<file path="config.mk">
export PLATFORM = sky130hd
export DESIGN_NAME = ycc_lane_demux
export DESIGN_NICKNAME = d
export VERILOG_FILES = /design/src/rtl/pdx_pkg.sv /design/src/rtl/pdx_clkgen.sv /design/src/rtl/pdx_sorter.sv /design/src/rtl/pdx_assembler.sv /design/src/rtl/ycc_lane_demux.sv
export SDC_FILE = /design/constraint.sdc
export NUM_CORES = 1
export LEC_CHECK = 0
export CELL_PAD_IN_SITES_DETAIL_PLACEMENT = 2
export CELL_PAD_IN_SITES_GLOBAL_PLACEMENT = 2
export CORE_ASPECT_RATIO = 1.4
export CORE_UTILIZATION = 36
export DETAILED_ROUTE_END_ITERATION = 8
export DONT_BUFFER_PORTS = 1
export PLACE_DENSITY = 0.69
export SYNTH_ARGS = -nofsm -noshare
export SYNTH_HDL_FRONTEND = slang
export SYNTH_HIERARCHICAL = 1
export SYNTH_SLANG_ARGS = --single-unit
</file>
<file path="constraint.sdc">
create_clock -name clk -period 4.7 [get_ports clk]
set_input_delay 0.235 -clock clk [delete_from_list [all_inputs] [get_ports clk]]
set_output_delay 0.235 -clock clk [all_outputs]
set_load 0.05 [all_outputs]
</file>
<file path="src/rtl/pdx_pkg.sv">
package pdx_pkg;

    parameter int unsigned SAMPLE_W = 8;
    parameter int unsigned SECOND_PIX_DELAY = 2;
    localparam int unsigned WAIT_W = $clog2(SECOND_PIX_DELAY + 1);

    typedef logic [SAMPLE_W-1:0] sample_t;

    typedef struct packed {
        sample_t y;
        sample_t cb;
        sample_t cr;
    } ycc_t;

    typedef enum logic [1:0] {
        SLOT_CB = 2'd0,
        SLOT_Y0 = 2'd1,
        SLOT_CR = 2'd2,
        SLOT_Y1 = 2'd3
    } slot_e;

    typedef struct packed {
        logic cb;
        logic y0;
        logic cr;
        logic y1;
    } cap_t;

    function automatic slot_e slot_after(input slot_e s);
        case (s)
            SLOT_CB: return SLOT_Y0;
            SLOT_Y0: return SLOT_CR;
            SLOT_CR: return SLOT_Y1;
            default: return SLOT_CB;
        endcase
    endfunction

endpackage

</file>
<file path="src/rtl/pdx_clkgen.sv">
module pdx_clkgen (
    input  logic clk,
    input  logic rst,
    output logic pix_clk,
    output logic smp_stb
);

    logic div_q;

    always_ff @(posedge clk) begin
        if (rst) div_q <= 1'b0;
        else     div_q <= ~div_q;
    end

    assign pix_clk = div_q;
    assign smp_stb = ~div_q;

    AST_PCLK_HALF: assert property (@(posedge clk) disable iff (rst)
        !$past(rst) |-> (pix_clk != $past(pix_clk)));

endmodule

</file>
<file path="src/rtl/pdx_sorter.sv">
module pdx_sorter
    import pdx_pkg::*;
(
    input  logic    clk,
    input  logic    rst,
    input  logic    wide_mode,
    input  logic    line_start,
    input  logic    smp_stb,
    input  sample_t lane_lo,
    input  sample_t lane_hi,
    output cap_t    cap,
    output sample_t cap_y,
    output sample_t cap_c,
    output logic    mode_chg
);

    logic  mode_q;
    slot_e slot_q;
    slot_e slot_now;
    logic  odd_q;
    logic  even_now;

    assign mode_chg = wide_mode ^ mode_q;
    assign slot_now = line_start ? SLOT_CB : slot_q;
    assign even_now = line_start | ~odd_q;
    assign cap_y    = lane_lo;
    assign cap_c    = wide_mode ? lane_hi : lane_lo;

    always_comb begin
        cap = '0;
        if (!rst && !mode_chg) begin
            if (!wide_mode) begin
                case (slot_now)
                    SLOT_CB: cap.cb = 1'b1;
                    SLOT_Y0: cap.y0 = 1'b1;
                    SLOT_CR: cap.cr = 1'b1;
                    default: cap.y1 = 1'b1;
                endcase
            end else if (smp_stb) begin
                cap.cb = even_now;
                cap.y0 = even_now;
                cap.cr = ~even_now;
                cap.y1 = ~even_now;
            end
        end
    end

    always_ff @(posedge clk) begin
        if (rst || mode_chg) begin
            mode_q <= wide_mode;
            slot_q <= SLOT_CB;
            odd_q  <= 1'b0;
        end else if (!wide_mode) begin
            slot_q <= slot_after(slot_now);
        end else if (smp_stb) begin
            odd_q  <= even_now;
        end
    end

    AST_NARROW_ONE_SLOT: assert property (@(posedge clk) disable iff (rst)
        !wide_mode |-> $onehot0(cap));
    AST_NARROW_Y0_FOLLOWS: assert property (@(posedge clk) disable iff (rst)
        (!wide_mode && line_start && !mode_chg) ##1 (!wide_mode && !line_start && !mode_chg)
        |-> cap.y0);
    AST_WIDE_SKIP_EDGE: assert property (@(posedge clk) disable iff (rst)
        (wide_mode && !mode_chg && cap.cb) |=> (cap == '0));

endmodule

</file>
<file path="src/rtl/pdx_assembler.sv">
module pdx_assembler
    import pdx_pkg::*;
(
    input  logic    clk,
    input  logic    rst,
    input  cap_t    cap,
    input  sample_t cap_y,
    input  sample_t cap_c,
    input  logic    mode_chg,
    output logic    out_valid,
    output ycc_t    out_pix
);

    sample_t           cb_q, y0_q, cr_q, y1_q;
    sample_t           snap_cb, snap_cr;
    sample_t           cr_now;
    logic [WAIT_W-1:0] wait_q;
    ycc_t              out_q;
    logic              vld_q;

    assign cr_now = cap.cr ? cap_c : cr_q;

    always_ff @(posedge clk) begin
        if (rst) begin
            cb_q    <= '0;
            y0_q    <= '0;
            cr_q    <= '0;
            y1_q    <= '0;
            snap_cb <= '0;
            snap_cr <= '0;
            wait_q  <= '0;
            out_q   <= '0;
            vld_q   <= 1'b0;
        end else begin
            vld_q <= 1'b0;
            if (mode_chg) begin
                wait_q <= '0;
            end else begin
                if (cap.cb) cb_q <= cap_c;
                if (cap.y0) y0_q <= cap_y;
                if (cap.cr) cr_q <= cap_c;
                if (cap.y1) begin
                    out_q.y  <= y0_q;
                    out_q.cb <= cb_q;
                    out_q.cr <= cr_now;
                    vld_q    <= 1'b1;
                    y1_q     <= cap_y;
                    snap_cb  <= cb_q;
                    snap_cr  <= cr_now;
                    wait_q   <= WAIT_W'(SECOND_PIX_DELAY);
                end else if (wait_q == WAIT_W'(1)) begin
                    out_q.y  <= y1_q;
                    out_q.cb <= snap_cb;
                    out_q.cr <= snap_cr;
                    vld_q    <= 1'b1;
                    wait_q   <= '0;
                end else if (wait_q != '0) begin
                    wait_q   <= wait_q - WAIT_W'(1);
                end
            end
        end
    end

    assign out_valid = vld_q;
    assign out_pix   = out_q;

    AST_RESET_QUIET: assert property (@(posedge clk)
        rst |=> (!out_valid && out_pix == '0));
    AST_SINGLE_PULSE: assert property (@(posedge clk) disable iff (rst)
        out_valid |=> !out_valid);
    AST_HOLD_DATA: assert property (@(posedge clk) disable iff (rst)
        !out_valid |-> $stable(out_pix));
    AST_MODE_FLUSH: assert property (@(posedge clk) disable iff (rst)
        mode_chg |=> !out_valid);
    AST_NO_SLOT_CLASH: assert property (@(posedge clk) disable iff (rst)
        cap.y1 |-> (wait_q != WAIT_W'(1)));

endmodule

</file>
<file path="src/rtl/ycc_lane_demux.sv">
module ycc_lane_demux
    import pdx_pkg::*;
(
    input  logic    clk,
    input  logic    rst,
    input  logic    wide_mode,
    input  logic    line_start,
    input  sample_t lane_lo,
    input  sample_t lane_hi,
    output logic    pix_clk,
    output logic    pix_valid,
    output sample_t pix_y,
    output sample_t pix_cb,
    output sample_t pix_cr
);

    logic    smp_stb;
    cap_t    cap;
    sample_t cap_y;
    sample_t cap_c;
    logic    mode_chg;
    ycc_t    pix;

    pdx_clkgen u_clkgen (
        .clk     (clk),
        .rst     (rst),
        .pix_clk (pix_clk),
        .smp_stb (smp_stb)
    );

    pdx_sorter u_sorter (
        .clk        (clk),
        .rst        (rst),
        .wide_mode  (wide_mode),
        .line_start (line_start),
        .smp_stb    (smp_stb),
        .lane_lo    (lane_lo),
        .lane_hi    (lane_hi),
        .cap        (cap),
        .cap_y      (cap_y),
        .cap_c      (cap_c),
        .mode_chg   (mode_chg)
    );

    pdx_assembler u_asm (
        .clk       (clk),
        .rst       (rst),
        .cap       (cap),
        .cap_y     (cap_y),
        .cap_c     (cap_c),
        .mode_chg  (mode_chg),
        .out_valid (pix_valid),
        .out_pix   (pix)
    );

    assign pix_y  = pix.y;
    assign pix_cb = pix.cb;
    assign pix_cr = pix.cr;

endmodule

</file>
# Word level (Yosys, flattened, before mapping)
# Index checks and enable logic that the tools add are counted.
# W data, S select, Z words.
[totals]
output_inout_bits = 26
regBits = 80
mem_bits_rw = 0
mem_count = 0
in_bits = 20
latch_bits = 0
rom_bits = 0
elab_cells = 60
[classes]
n_mul = 0
div_mod_pow = 0
bitwise = 6
n_reduce_logical = 16
muxes = 18
n_addsub = 1
n_lt_le_gt_ge = 0
eq_ne = 3
n_shift = 0
[ops]
columns = ["operator", "count"]
rows = [
  ["$mux W24", 2],
  ["$mux W8", 2],
  ["$mux W4", 3],
  ["$reduce_and A2 Y1", 5],
  ["$mux W2", 4],
  ["$mux W1", 6],
  ["$pmux W2 S3", 1],
  ["$eq A2 B1 Y1 const B", 2],
  ["$not A1 Y1", 4],
  ["$reduce_bool A2 Y1", 2],
  ["$reduce_or A4 Y1", 1],
  ["$reduce_bool A3 Y1", 1],
  ["$reduce_or A3 Y1", 1],
  ["$eq A2 B2 Y1 const B", 1],
  ["$logic_not A1 Y1", 2],
  ["$logic_not A2 Y1", 1],
  ["$reduce_or A2 Y1", 1],
  ["$sub A2 B1 Y2 const B", 1],
  ["$logic_and A1 B1 Y1", 1],
  ["$logic_or A1 B1 Y1", 1],
  ["$or A1 B1 Y1", 1],
  ["$xor A1 B1 Y1", 1],
]

# Logic depth before layout (Yosys ltp)
# Gate-level depths: netlist (run 1).
[logic_depth]
depth_word = 8
depth_mapped = 11
ltp_nobuf = 8

# Hierarchy
# The synthesis (run 1) kept the hierarchy.
[modules_own_cells]
columns = ["module", "n_inst", "area_each_um2", "seq_area_each_um2", "cells_per_inst"]
rows = [
  ["pdx_assembler", 1, 3221.8, 1501.4, 326],
  ["pdx_sorter", 1, 473.0, 90.1, 56],
  ["pdx_clkgen", 1, 27.5, 20.0, 3],
]

# Worst setup path after synthesis (run 1)
# OpenSTA, ideal clock, no wires.
[synth_path]
path_type = "reg2reg"
from = "register u_sorter.mode_q"
to = "register u_asm.out_q (netlist bit u_asm/out_pix[12])"
setup_time_ps = 143
arrival_ps = 1851
synth_period_minus_slack_ps = 1994
n_path_buf = 3
setup_slack_ps = 2706
required_ps = 4557
path_stages_with_launch = 10
path_cell_list = "edfxtp_1 > buf_2 > nor2_1 > nand2_1 > a21oi_1 > buf_6 > buf_6 > mux2_1 > a211oi_2 > a211oi_2"
[synth_lines]
columns = ["element", "line_no", "rtl"]
rows = [
  ["start: declaration", "pdx_sorter.sv:17", "logic mode_q;"],
  ["start signal: assignment", "pdx_sorter.sv:50", "mode_q <= wide_mode;"],
  ["end: declaration", "pdx_assembler.sv:18", "ycc_t out_q;"],
]

==> flow_metrics.py, run 1 <==
metrics = {
    "place": {
        "hpwl_um": 6060,
        "numPortBuffers": 0,
        "gp_congestion": 0.683,
    },
    "layout": {
        "final_util_pct": 40.1,
        "layout-drive-gt1-share_pct": 16.1,
        "nFillCells": 1109,
        "nets": 387,
        "syn2layout_area_growth_pct": 7.73,
        "multi_input_area_sq_um": 1790,
        "seqCellArea_sq_um": 1610,
    },
    "floorplanning": {
        "initial_core_util_pct": 37.2,
        "dieArea_sq_um": 10800,
        "rows": 43,
        "io-pin-count": 46,
        "die_h_um": 122,
        "die_w_um": 87.9,
        "coreArea_sq_um": 10000,
    },
    "global_routing": {
        "first_global_vias": 2868,
        "grt_use_total_pct": 19.2,
        "grt_pass1_wl_um": 15200,
        "grt_max_degree": 71,
        "overflow": 0,
        "antenna_found_initial": 1,
    },
    "synthesis": {
        "yosys-top-cells-area": "dfxtp_1 (42%), mux2i_1 (8.6%), a211oi_2 (6.7%)",
        "syn_nets": 409,
        "synthAdderAreaFrac_pct": 1.34,
        "synth_area_per_cell_sq_um": 9.67,
        "synth_cell_types": 37,
        "ys_warn_count": 6,
        "synthMuxAreaShare_pct": 15.9,
        "ys_ff_latch": 80,
        "synthesis.area_sq_um": 3720,
        "synth-xor-area-share_pct": 0.235,
        "syn_inst": 385,
        "yosys.area_share.simple_pct": 11.7,
        "synth.top_cell.area_share_pct": 42.5,
        "ys_seq_area_share_pct": 43.3,
        "synth_compound_area_share_pct": 18.4,
        "synth_top_family_by_area": "compound AO/OA/AOI/OAI gates",
        "netlist.top_cell.by_area": "dfxtp_1",
    },
    "drt": {
        "drc": 0,
        "first_iter_violations": 112,
        "antenna_left": 0,
        "viasPerCell": 5.13,
        "dr.pass1.iters": 4,
        "num_vias": 2582,
        "wl_per_cell_um": 18.4,
        "drt-total-wl_um": 9260,
    },
    "sta": {
        "finalHoldViolations": 0,
        "maxSlewViolCount": 0,
        "setup_viol": 0,
        "setup-tns-final_ps": 0,
        "period_minus_slack_ps": 3060,
        "fmax_mhz": 327,
        "skew_ps": 9.22,
        "rsz0062_at_grt": "false",
        "finalCritPeriodShare_pct": 65.1,
        "tightest_slew_ps": 1080,
        "slew_headroom_pct": 28.0,
    },
    "cts": {
        "cts_max_level": 3,
        "cts_setup_buffers": 0,
        "cts_sinks": 80,
        "clockBufferDepth": 2,
        "cts_buffers": 9,
        "clkTransAtPathRegs_ps": 60,
        "cts_tree": "done",
        "cts_root_buffer": "clkbuf_16",
        "clkLatencyLatePin_ps": 340,
    },
    "pwr": {
        "p_int_mw": 1.12,
        "clock_power_share_pct": 46.9,
        "swShare_pct": 23.3,
        "p_seq_share_pct": 48.1,
        "p_comb_share_pct": 5.0,
        "p_leak_nw": 1.38,
        "switchingPower_mw": 0.338,
        "p_per_area_nw_per_um2": 362,
        "ir_worst_vdd_mv": 0.168,
        "finalPower_mw": 1.45,
    },
    "critical_path": {
        "startpoint": "u_sorter/mode_q",
        "cp_num_buf_inv": 2,
        "critPathMaxFanout": 36,
        "arrival_ps": 3290,
        "crit_family": "simple AND/OR/NAND/NOR gates",
        "cp_slowest_cell": "nor2b_2",
        "rr_startpoint": "u_sorter/mode_q",
        "critical_path.cell_chain": "nor2_1 > nand2_1 > a21oi_4 > buf_4 > nor2b_2 > buf_4 > nor3_4 > a22o_1",
        "endpoint_kind": "flip-flop",
        "crit_top_cell": "buf_4",
        "critPathKind": "flip-flop to flip-flop",
        "required_ps": 4930,
        "cp_slowest_stage_delay_ps": 590,
        "startpoint_type": "flip-flop",
    },
    "run_status": {
        "status": "finished clean",
    },
    "flow_run": {
        "maxCapViolCount": 0,
    },
    "hold_path": {
        "hold_start": "lane_lo[2]",
        "hold_path_class": "input port to flip-flop",
    },
}
[power by group through the flow]
stage,logic (mW),clock network [mW],registers (mW)
floorplan,0.0676,0,0.710
detailed placement,0.0587,0,0.714
global placement,0.0568,0,0.713
global route,0.0805,0.728,0.700
CTS,0.0743,0.701,0.699
finish,0.0731,0.682,0.699
[logic make-up after synthesis]
group | count (synthesis)
simple gates | 100
flops | 80
mux | 56
compound gates | 84
buf+inv | 60
xor+xnor | 1
fa+ha+maj | 4
[path summary, 6_finish.rpt]
kind | end | slack [ps] | cells past startpoint
setup / recovery | u_asm/out_pix[6] | 1640 | 8
setup reg to reg | u_asm/out_pix[6] | 1640 | 8
hold / removal | u_asm/y1_q[2] | 30 | 2
hold reg to reg | u_asm/snap_cb[0] | 460 | 2
[area by class of cell]
type / count / share of cell area (%)
diodes: 1 / 0.0624
multi-input cells: 245 / 44.6
repair buffers: 7 / 1.93
well taps: 135 / 4.21
flip-flops and latches: 80 / 40.2
inverters: 20 / 1.87
clock inverters: 2 / 0.312
clock buffers: 13 / 6.77
[synthesized netlist by cell type, drive strengths merged]
cell,n
nand4b,1
nand2,39
a211oi,41
inv,20
buf,38
clkbuf,2
nor3b,1
or3b,1
nor2,42
mux2,24
a21o,2
mux2i,32
edfxtp,1
nor4,1
nand3,2
dfxtp,79
a21oi,32
ha,4
or2,1
xor2,1
nor3,2
o211ai,1
a22o,8
nor2b,4
nand4,1
nand2b,5
[flip-flops by register name, indices dropped and copies added (netlist names)]
name              count
u_asm/out_pix        24
u_asm/cb_q            8
u_asm/cr_q            8
u_asm/snap_cb         8
u_asm/snap_cr         8
u_asm/y0_q            8
u_asm/y1_q            8
u_asm/wait_q          2
u_sorter/slot_q       2
u_asm/out_valid       1
u_clkgen/pix_clk      1
u_sorter/mode_q       1
u_sorter/odd_q        1
[timing repair]
action / in CTS / in global routing
resized for setup: 0 / 0
hold buffers: 3 / 0
endpoints found under the hold margin: 71 / 0
[cells in the final DEF (no fill, tap or decap), types with 2 or more instances in the layout]
cell / synthesis / final
mux2_1: 12 / 12
a211oi_2: 20 / 20
mux2_2: 12 / 12
ha_1: 4 / 4
a21oi_1: 31 / 30
nor2_1: 42 / 42
buf_4: 11 / 4
nand2b_1: 5 / 5
inv_1: 19 / 19
dlygate4sd3_1: 0 / 2
a22o_1: 8 / 8
nor2b_1: 4 / 3
dfxtp_1: 79 / 79
mux2i_1: 32 / 32
clkbuf_1: 2 / 2
clkbuf_16: 0 / 10
a211oi_1: 20 / 20
nand2_1: 39 / 39
nand3_1: 2 / 2
[routing by layer]
layer	vias up	GRT usage (%)	wire length, um
li1	1269	-	-
met1	1262	23.4	4180
met2	40	31.3	4570
met3	11	4.03	328
met4	0	10.6	180
met5	-	0	0
[through the flow]
step | worst slack (ps) | cell area [sq um] | cells | hold slack (ps)
after floorplan | 2710 | 3720 | 385 | 302
final | 1640 | 4010 | 503 | 26.2
after global routing | 1410 | 4010 | 502 | 29.1
after global placement | 1730 | 3680 | 484 | 307
after CTS | 1560 | 4010 | 502 | 17.1
after detailed placement | 1620 | 3680 | 484 | 310
Power figures use the tool's default switching activity.
==> inputs of run 2 (changes only) <==
--- a/config.mk
+++ b/config.mk
@@ -11,7 +11,7 @@
 export CORE_UTILIZATION = 36
 export DETAILED_ROUTE_END_ITERATION = 8
 export DONT_BUFFER_PORTS = 1
-export PLACE_DENSITY = 0.69
+export PLACE_DENSITY = 0.72
 export SYNTH_ARGS = -nofsm -noshare
 export SYNTH_HDL_FRONTEND = slang
 export SYNTH_HIERARCHICAL = 1
==> constraint.sdc (replaced) <==
create_clock -name clk -period 2.6 [get_ports clk]
set_input_delay 0.13 -clock clk [delete_from_list [all_inputs] [get_ports clk]]
set_output_delay 0.13 -clock clk [all_outputs]
set_load 0.05 [all_outputs]
==> flow_metrics.py, run 2 (synthesized netlist as in run 1, its figures left out) <==
metrics = {
    "floorplanning": {
        "io-pin-count": 46,
        "coreArea_sq_um": 10000,
        "dieArea_sq_um": 10800,
        "die_h_um": 122,
        "die_w_um": 87.9,
        "initial_core_util_pct": 37.2,
        "rows": 43,
    },
    "critical_path": {
        "ff2ff_setup_slack_ps": 420,
        "rr_startpoint": "u_sorter/mode_q",
        "arrival_ps": 2410,
        "required_ps": 2830,
        "critPathMaxFanout": 36,
        "reg2reg_to": "u_asm/snap_cr[2]",
        "endpoint_kind": "flip-flop",
        "critPathKind": "flip-flop to flip-flop",
        "startpoint_type": "flip-flop",
        "reg2reg_depth": 8,
    },
    "place": {
        "placed_cells": 493,
        "gp_congestion": 0.715,
        "postPlaceCellArea_sq_um": 3750,
        "hpwl_um": 6270,
        "numPortBuffers": 0,
    },
    "sta": {
        "fmax_mhz": 458,
        "setup_viol": 0,
        "maxSlewViolCount": 0,
        "rsz0062_at_grt": "false",
        "period_minus_slack_ps": 2180,
        "skew_ps": 3.77,
        "finalCritPeriodShare_pct": 83.9,
        "finalHoldViolations": 0,
        "setup-tns-final_ps": 0,
        "slew_headroom_pct": 64.2,
        "tightest_slew_ps": 537,
    },
    "pwr": {
        "p_per_area_nw_per_um2": 622,
        "p_leak_nw": 1.46,
        "ir_worst_vdd_mv": 0.263,
    },
    "cts": {
        "cts_max_level": 3,
        "cts_tree": "done",
        "clockBufferDepth": 2,
        "clkLatencyLatePin_ps": 330,
        "cts_root_buffer": "clkbuf_16",
        "cts_buffers": 9,
        "clkTransAtPathRegs_ps": 60,
        "cts_sinks": 80,
        "cts-resized-gates": 0,
    },
    "layout": {
        "final_common_cell": "dfxtp_1",
        "syn2layout_area_growth_pct": 11.4,
        "design_area_sq_um": 4150,
        "multi_input_area_sq_um": 1780,
        "largest_reg_flops": 24,
        "layout-drive-gt1-share_pct": 17.7,
        "layout_common_cells": "dfxtp_1 (79), nor2_1 (42), nand2_1 (39)",
        "seqCellArea_sq_um": 1610,
        "nets": 404,
        "instances_no_fill": 521,
        "nFillCells": 1111,
    },
    "drt": {
        "drc": 0,
        "dr.pass1.iters": 4,
        "viasPerCell": 5.12,
        "num_vias": 2670,
        "antenna_left": 0,
        "first_iter_violations": 46,
        "drt-total-wl_um": 9230,
        "wl_per_cell_um": 17.7,
    },
    "flow_run": {
        "maxCapViolCount": 0,
    },
    "global_routing": {
        "antenna_found_initial": 1,
        "grt_use_total_pct": 19.4,
        "overflow": 0,
        "grt_pass1_wl_um": 15500,
        "grt_max_degree": 73,
        "first_global_vias": 3017,
    },
    "run_status": {
        "status": "finished clean",
    },
    "hold_path": {
        "hold_path_class": "input port to flip-flop",
        "hold_end": "u_asm/out_pix[7]",
        "whs_path_depth": 2,
        "hold_start": "rst",
    },
}
[run 2: repair_timing]
| item | in CTS | in global routing |
|---|---|---|
| buffers inserted | 0 | 0 |
| hold buffers | 11 | 0 |
| endpoints found under the hold margin | 73 | 0 |
[run 2: worst max-delay path by stage]
stage	start	endpoint	slack, ps	cells after the start
6_report	u_sorter/mode_q	u_asm/snap_cr[2]	420	8
5_1_grt	u_sorter/slot_q[0]	u_asm/snap_cr[2]	220	10
4_1_cts	u_sorter/slot_q[0]	u_asm/snap_cr[2]	380	10
3_5_place_dp	u_sorter/slot_q[0]	u_asm/out_pix[6]	450	9
3_3_place_gp	u_sorter/mode_q	u_asm/out_pix[1]	500	7
2_1_floorplan	u_sorter/mode_q	u_asm/out_pix[12]	610	9
[run 2: cell type report]
cell class                      instances  share of cell area, %
Antenna cell                            1                 0.0604
Timing Repair Buffer                   24                   5.73
Sequential cell                        80                   38.9
Tap cell                              135                   4.07
Multi-Input combinational cell        245                   43.0
Inverter                               20                   1.81
Clock buffer                           13                   6.04
Clock inverter                          3                  0.392
[run 2: report_power, final]
group | internal (mW) | switching, mW | total (mW)
registers | 1.24 | 0.0155 | 1.26
logic | 0.0606 | 0.0926 | 0.153
clock network | 0.671 | 0.494 | 1.17
[run 2: metal layers]
metal  global-route usage, %  vias up  share of wire (%)
met5                       0        -                  0
met4                    8.30        0                1.5
met3                    3.56        9                2.9
met2                    35.2       32                 53
met1                    21.7     1323                 42
li1                        -     1306                  -
[run 2: worst max-delay path, stage by stage (launching register included)]
cell	delay, ps
edfxtp_1	520
nor2_1	170
nand2_1	80
a21oi_2	180
buf_12	240
nor2b_2	270
buf_4	260
nor2_1	80
a211oi_1	270
[run 2: through the flow]
stage / hold WS (ps) / util (%) / power, mW / worst slack, ps
2_1_floorplan: 197 / - / 1.41 / 606
3_3_place_gp: 204 / 37.5 / 1.40 / 500
3_5_place_dp: 203 / 37.5 / 1.40 / 446
4_1_cts: 103 / 41.4 / 2.62 / 376
5_1_grt: 114 / 41.4 / 2.68 / 222
6_report: 115 / 41.4 / 2.58 / 418
